===== config.mk =====
export PLATFORM = sky130hd
export DESIGN_NAME = mcam_array
export DESIGN_NICKNAME = d
export VERILOG_FILES = /design/src/rtl/mcam_pkg.sv /design/src/rtl/mcam_regs.sv /design/src/rtl/mcam_word.sv /design/src/rtl/mcam_pick.sv /design/src/rtl/mcam_array.sv
export SDC_FILE = /design/constraint.sdc
export NUM_CORES = 1
export LEC_CHECK = 0
export ABC_AREA = 1
export BUFFER_PORTS_ARGS = -buffer_cell sky130_fd_sc_hd__clkbuf_2
export CORE_ASPECT_RATIO = 1.2
export CORE_MARGIN = 2
export CORE_UTILIZATION = 59
export CTS_CLUSTER_SIZE = 20
export DETAILED_ROUTE_END_ITERATION = 8
export PLACE_DENSITY_LB_ADDON = 0.08
export SLEW_MARGIN = 20
export SYNTH_ARGS = -nofsm -noshare
export SYNTH_HDL_FRONTEND = slang
export SYNTH_SLANG_ARGS = --single-unit

===== constraint.sdc =====
create_clock -name clk_i -period 1.9 [get_ports clk_i]
set_input_delay 0.19 -clock clk_i [delete_from_list [all_inputs] [get_ports clk_i]]
set_output_delay 0.19 -clock clk_i [all_outputs]
set_load 0.005 [all_outputs]

===== src/rtl/mcam_pkg.sv =====
package mcam_pkg;
  typedef enum logic [1:0] {
    MV_HOLD  = 2'd0,
    MV_CLEAR = 2'd1,
    MV_LOAD  = 2'd2
  } mv_op_e;
endpackage


===== src/rtl/mcam_regs.sv =====
module mcam_regs #(
  parameter int WIDTH = 9
) (
  input  logic             clk_i,
  input  logic             rst_ni,
  input  logic             arg_ld_i,
  input  logic [WIDTH-1:0] arg_i,
  input  logic             key_ld_i,
  input  logic [WIDTH-1:0] key_i,
  output logic [WIDTH-1:0] arg_o,
  output logic [WIDTH-1:0] key_o
);
  always_ff @(posedge clk_i or negedge rst_ni) begin
    if (!rst_ni) begin
      arg_o <= '0;
      key_o <= '0;
    end else begin
      if (arg_ld_i) arg_o <= arg_i;
      if (key_ld_i) key_o <= key_i;
    end
  end
endmodule


===== src/rtl/mcam_word.sv =====
module mcam_word #(
  parameter int WIDTH = 9
) (
  input  logic             clk_i,
  input  logic             rst_ni,
  input  logic             we_i,
  input  logic [WIDTH-1:0] d_i,
  input  logic [WIDTH-1:0] arg_i,
  input  logic [WIDTH-1:0] key_i,
  output logic [WIDTH-1:0] q_o,
  output logic             eq_o
);
  logic [WIDTH-1:0] bit_ok;

  always_ff @(posedge clk_i or negedge rst_ni) begin
    if (!rst_ni)   q_o <= '0;
    else if (we_i) q_o <= d_i;
  end

  // per-cell: equal bits, or position masked out
  for (genvar j = 0; j < WIDTH; j++) begin : g_cell
    logic same;
    assign same      = (arg_i[j] & q_o[j]) | (~arg_i[j] & ~q_o[j]);
    assign bit_ok[j] = same | ~key_i[j];
  end

  assign eq_o = &bit_ok;
endmodule


===== src/rtl/mcam_pick.sv =====
module mcam_pick #(
  parameter int WORDS = 8,
  parameter int WIDTH = 9,
  localparam int AW   = $clog2(WORDS)
) (
  input  logic [WORDS-1:0]            match_i,
  input  logic [WORDS-1:0][WIDTH-1:0] words_i,
  output logic                        hit_o,
  output logic                        multi_o,
  output logic [AW-1:0]               idx_o,
  output logic [WIDTH-1:0]            data_o
);
  always_comb begin
    idx_o = '0;
    for (int i = WORDS - 1; i >= 0; i--) begin
      if (match_i[i]) idx_o = AW'(i);
    end
  end

  assign hit_o   = |match_i;
  assign multi_o = (match_i & (match_i - 1'b1)) != '0;
  assign data_o  = hit_o ? words_i[idx_o] : '0;
endmodule


===== src/rtl/mcam_array.sv =====
module mcam_array #(
  parameter int WORDS = 8,
  parameter int WIDTH = 9,
  localparam int AW   = $clog2(WORDS)
) (
  input  logic             clk_i,
  input  logic             rst_ni,
  input  logic             wr_en_i,
  input  logic [AW-1:0]    wr_addr_i,
  input  logic [WIDTH-1:0] wr_data_i,
  input  logic             arg_ld_i,
  input  logic [WIDTH-1:0] arg_i,
  input  logic             key_ld_i,
  input  logic [WIDTH-1:0] key_i,
  input  logic             search_i,
  output logic [WORDS-1:0] match_o,
  output logic             hit_o,
  output logic             multi_o,
  output logic [AW-1:0]    rd_idx_o,
  output logic [WIDTH-1:0] rd_data_o
);
  import mcam_pkg::*;

  logic [WIDTH-1:0]            arg_q, key_q;
  logic [WORDS-1:0][WIDTH-1:0] words;
  logic [WORDS-1:0]            eq_vec;
  logic [WORDS-1:0]            match_q;
  mv_op_e                      mv_op;

  mcam_regs #(.WIDTH(WIDTH)) i_regs (
    .clk_i    (clk_i),
    .rst_ni   (rst_ni),
    .arg_ld_i (arg_ld_i),
    .arg_i    (arg_i),
    .key_ld_i (key_ld_i),
    .key_i    (key_i),
    .arg_o    (arg_q),
    .key_o    (key_q)
  );

  for (genvar i = 0; i < WORDS; i++) begin : g_word
    logic we;
    assign we = wr_en_i && (wr_addr_i == AW'(i));
    mcam_word #(.WIDTH(WIDTH)) i_word (
      .clk_i  (clk_i),
      .rst_ni (rst_ni),
      .we_i   (we),
      .d_i    (wr_data_i),
      .arg_i  (arg_q),
      .key_i  (key_q),
      .q_o    (words[i]),
      .eq_o   (eq_vec[i])
    );
  end

  // write wins over search: contents change, so any result is stale
  always_comb begin
    if (wr_en_i)       mv_op = MV_CLEAR;
    else if (search_i) mv_op = MV_LOAD;
    else               mv_op = MV_HOLD;
  end

  always_ff @(posedge clk_i or negedge rst_ni) begin
    if (!rst_ni) match_q <= '0;
    else begin
      unique case (mv_op)
        MV_CLEAR: match_q <= '0;
        MV_LOAD:  match_q <= eq_vec;
        default:  match_q <= match_q;
      endcase
    end
  end

  mcam_pick #(.WORDS(WORDS), .WIDTH(WIDTH)) i_pick (
    .match_i (match_q),
    .words_i (words),
    .hit_o   (hit_o),
    .multi_o (multi_o),
    .idx_o   (rd_idx_o),
    .data_o  (rd_data_o)
  );

  assign match_o = match_q;
endmodule


# Word-level counts from Yosys, hierarchy flattened
# Index checks and enable logic that the tools add are counted.
[totals]
ff_bits = 98
input_bits = 36
output_inout_bits = 22
[classes]
addsub = 1
order_cmp = 1
eq_ne = 9
mux = 14
bitwise = 379
n_reduce_logical = 20
[op_table]
columns = ["op", "count"]
rows = [
  ["AND 1 bit", 144],
  ["bitwise OR 1 bit", 144],
  ["NOT 1 bit", 90],
  ["AND reduction 9 bit", 8],
  ["binary-select mux 9 bit (select 3 bit)", 1],
  ["two-way mux 3 bit", 8],
  ["two-way mux 9 bit", 2],
  ["case mux 8 bit (2 select lines)", 1],
  ["== test 3 bit (second input constant)", 4],
  ["AND 8 bit", 1],
  ["logical AND 1 bit", 8],
  ["nonzero test 8 bit", 1],
  ["OR reduction 8 bit", 1],
  ["subtractor 8 x 1 -> 8 bit (second input constant)", 1],
  ["== test 3 x 2 -> 1 bit (second input constant)", 2],
  ["less-than comparator 3 x 4 -> 1 bit (second input constant)", 1],
  ["two-way mux 2 bit", 2],
  ["== test 3 x 1 -> 1 bit (second input constant)", 1],
  ["logical NOT 3 bit", 1],
  ["== test 2 x 1 -> 1 bit (second input constant)", 1],
  ["== test 2 bit (second input constant)", 1],
  ["nonzero test 2 bit", 1],
]

# Longest topological paths before layout
[logic_depth]
ltp_word = 11
depth_mapped = 12
ltp_nobuf = 11

# Cells and area by module
# From an unflattened synthesis, not the netlist that was laid out.
[hier_totals]
hier_cells = 808
hier_area_um2 = 6180.9
[modules_own_cells]
columns = ["module", "instances", "cells_per_inst", "area_per_inst_um2", "seq_area_each_um2"]
rows = [
  ["mcam_word", 8, 62, 526.8, 225.2],
  ["mcam_pick", 1, 184, 893.4, 0.0],
  ["mcam_regs", 1, 76, 683.2, 450.4],
  ["mcam_array", 1, 52, 390.4, 200.2],
]

# Worst setup path before layout
# OpenSTA, ideal clock, no wires.
[synth_timing]
kind = "register to output"
startpoint = "register match_q[5] (netlist: match_o[5])"
endpoint = "output rd_data_o[7]"
t_arrival_ns = 1.299
required_time_ns = 1.710
path_slack_ns = 0.411
path_stages_with_launch = 13
path_buffers = 1
cell_sequence = "dfrtp_1 -> inv_2 -> nand2_1 -> nand3_1 -> nand2_1 -> nand2_2 -> nand2_8 -> nand2_8 -> buf_6 -> nand2_1 -> nand3_1 -> nand3_1 -> nand2_1"
[synth_via]
elab_chain_len = 9
elab_cells_between_ends = 10
classes_between = "mux: 9; reduce/logical: 1"
[synth_rtl]
columns = ["item", "line_no", "rtl"]
rows = [
  ["start, declared", "mcam_array.sv:27", "logic [WORDS-1:0] match_q;"],
  ["start signal, assigned", "mcam_array.sv:68", "MV_LOAD: match_q <= eq_vec;"],
  ["start signal, assigned", "mcam_array.sv:69", "default: match_q <= match_q;"],
  ["two-way mux 3 bit (6 in a row)", "mcam_pick.sv:16", "if (match_i[i]) idx_o = AW'(i);"],
  ["binary-select mux 9 bit (select 3 bit)", "mcam_pick.sv:22", "assign data_o = hit_o ? words_i[idx_o] : '0;"],
  ["two-way mux 9 bit (not written as such)", "mcam_pick.sv:22", ""],
  ["two-way mux 9 bit (*)", "mcam_pick.sv:22", ""],
  ["end, declared", "mcam_array.sv:20", "output logic [WIDTH-1:0] rd_data_o"],
]
# Every way passes the cells marked *; elsewhere a longest branch is shown, timed or not. The select of a mux whose other input is x is not followed.

# Worst setup path after layout
[layout_timing]
startpoint = "register match_q[5] (netlist: match_o[5])"
endpoint = "output rd_data_o[2]"
# The elaborated chain is that of the path after synthesis.

==> flow_summary.toml <==
[detailed_routing]
drc = 0
wire_per_inst_um = 20.08
antenna_left = 0
drt_iter0_markers = 730
first_pass_iters = 6
vias = 5812
via_per_inst = 6.359
totalWireLength_um = 18350

[global_route]
busiest_layer = "met2"
gr-usage-met2 = 0.5777
use_met1 = 0.4952
antenna_found_initial = 0
grt_pass1_wl_um = 28380
gr-usage-met3 = 0.07060
grt-ovfl-total = 0
grt_pass1_vias = 5333
grt_max_degree = 45
grt_usage = 0.3729

[run]
drv_cap = 0

[floorplanning]
core_area_mm2 = 0.009034
start_util = 0.6040
rows = 38
die_y_um = 109.3
ios = 58
die_w_um = 91.79
die_area_mm2 = 0.01004

[power_and_ir_drop]
vdd_drop_max_mv = 0.6633
powerDensity_mw_per_mm2 = 960.4
leakage_nw = 3.015
finalPower_mw = 6.280

[logic_synthesis]
syn-cell-area_mm2 = 0.005456
ys_seq_area_frac = 0.4494
synth-seq-cells = 98
avgSynthCellArea_um2 = 7.621
synth.distinct_cells = 34
yosysWarnings = 0
synthesis.nets = 752
synth_cells = 716

[critical_path]
arrival_ns = 2.00
critPathMaxFanout = 6
worstPathRequired_ns = 1.71
crit_path_start_kind = "register"
rr_worst_depth = 5
crit_path_end_kind = "output pin"
path_class = "register to output pin"

[sta]
fin_tns_setup_ns = -2.706
finalHoldViolCount = 0
setup-violations-final = 11
fmax_mhz = 456.3
slew_headroom = 0.4752
final.period_utilization = 1.153
whs_ns = 0.01537
slew_violations = 0
skew_ns = 0.009725
layout_setup_ws_ns = -0.2916
tightest_slew_ns = 0.7853
min_period_ns = 2.192
rsz0062_at_grt = "true"

[clock_tree]
cts-root-buf = "clkbuf_8"
clockBufferDepth = 2
cts.clk_slew.worst_paths_ns = 0.09
clk_latency_ns = 0.37
h-tree-depth = 3
cts_tree = "done"
numCtsBuffers = 9
cts_sinks = 98

[layout]
num-nets-final = 826
drive_gt1_frac = 0.2003
layout_common_cells = "nand2_1, o21ai_0, dfrtp_1"
antenna-diode-count = 0
final_common_cell = "nand2_1"
area_growth_pct = 19.83
design_area_mm2 = 0.006539

[place]
place_area_mm2 = 0.005857
dp_hpwl_um = 11190
port-buffer-count = 57
gp_congestion = 0.9849

[run_status]
violations = "negative setup slack"
outcome = "finished with violations"

[hold_path]
hold_class = "input port to register"
hold_depth = 3
==> path summary, 6_finish.rpt <==
path	startpoint	endpoint	slack, ns
max	match_o[5]	rd_data_o[2]	-0.29
min reg2reg	g_word[2].i_word.q_o[3]	g_word[2].i_word.q_o[3]	0.54
max reg2reg	i_regs.arg_o[7]	match_o[2]	0.16
min in group asynchronous	rst_ni	i_regs.arg_o[3]	0.29
min	key_i[7]	i_regs.key_o[7]	0.02
max in group asynchronous	rst_ni	i_regs.key_o[0]	1.02
==> registers in the layout, summed over array words and instances (netlist names) <==
| name | count |
|---|---|
| g_word.i_word.q_o | 72 |
| i_regs.key_o | 9 |
| i_regs.arg_o | 9 |
| match_o | 8 |
==> area by class of cell <==
| class | count | area [µm²] |
|---|---|---|
| Clock inverter | 2 | 37.54 |
| Sequential cell | 98 | 2456 |
| Timing Repair Buffer | 94 | 699.4 |
| Multi-Input combinational cell | 545 | 2874 |
| Clock buffer | 13 | 148.9 |
| Fill cell | 699 | 2495 |
| Tap cell | 120 | 150.1 |
| Inverter | 42 | 172.7 |
==> cells in the mapped netlist, drive strengths merged <==
cell type	count	share of area
nand2	159	0.12
o21ai	141	0.13
nand3	99	0.092
dfrtp	98	0.45
a21oi	62	0.058
inv	41	0.028
nor2	30	0.022
buf	24	0.029
clkbuf	13	0.0089
xnor2	10	0.016
nor3	8	0.0083
mux2	6	0.012
o22ai	6	0.0069
a21o	4	0.0055
nand4	4	0.0046
o2111ai	3	0.0048
o21a	2	0.0028
a2111oi	1	0.0016
a211oi	1	0.0014
clkinv	1	0.00069
nand3b	1	0.0014
nor3b	1	0.0014
nor4	1	0.0011
==> through the flow <==
stage          cells  setup slack (ns)  utilization
4_1_cts          910           -0.1860       0.7090
6_report         914           -0.2916       0.7238
5_1_grt          914           -0.3585       0.7238
3_3_place_gp     875            0.1755       0.6483
2_1_floorplan    716            0.4106            -
3_5_place_dp     875           0.08177       0.6483
==> repair_timing <==
item / 4_1_cts / 5_1_grt
hold buffers: 1 / 0
endpoints found under the setup margin: 11 / 13
endpoints found under the hold margin: 29 / 0
gates cloned: 7 / 1
setup buffers: 12 / 3
gates resized for setup: 30 / 26
pin swaps: 4 / 10
==> cell families (layout without fill, tap and decap cells) <==
kind of cell              count (synthesis)  in the layout  share of synthesized area
AOI/OAI and AO/OA                       220            220                     0.2098
xor gates and xnor gates                 10             10                    0.01605
buffers and inverters                    79            151                    0.06650
DFF                                      98             98                     0.4494
muxes                                     6              6                    0.01238
and+or+nand+nor                         303            309                     0.2458
==> power by group <==
group | switching [mW] | leakage, nW | internal [mW]
clock | 0.722 | 0.0897 | 0.641
combinational | 1.24 | 1.71 | 0.834
sequential | 0.420 | 1.22 | 2.42
==> critical path, stage by stage, from the launching register on <==
cell and delay, ns:
dfrtp_1 0.43, buf_4 0.17, nor2_4 0.12, nand2_2 0.08
a21oi_4 0.17, buf_12 0.15, buf_8 0.15, nand3_1 0.08
nand3_1 0.07, nand2_1 0.08, clkbuf_2 0.12
==> routing by layer <==
layer	up-vias	routed length (µm)
met5	-	0
met4	0	1092
met3	98	2205
met2	448	8222
met1	2649	6832
li1	2617	-
No activity file was read; power rests on OpenSTA's default activity.
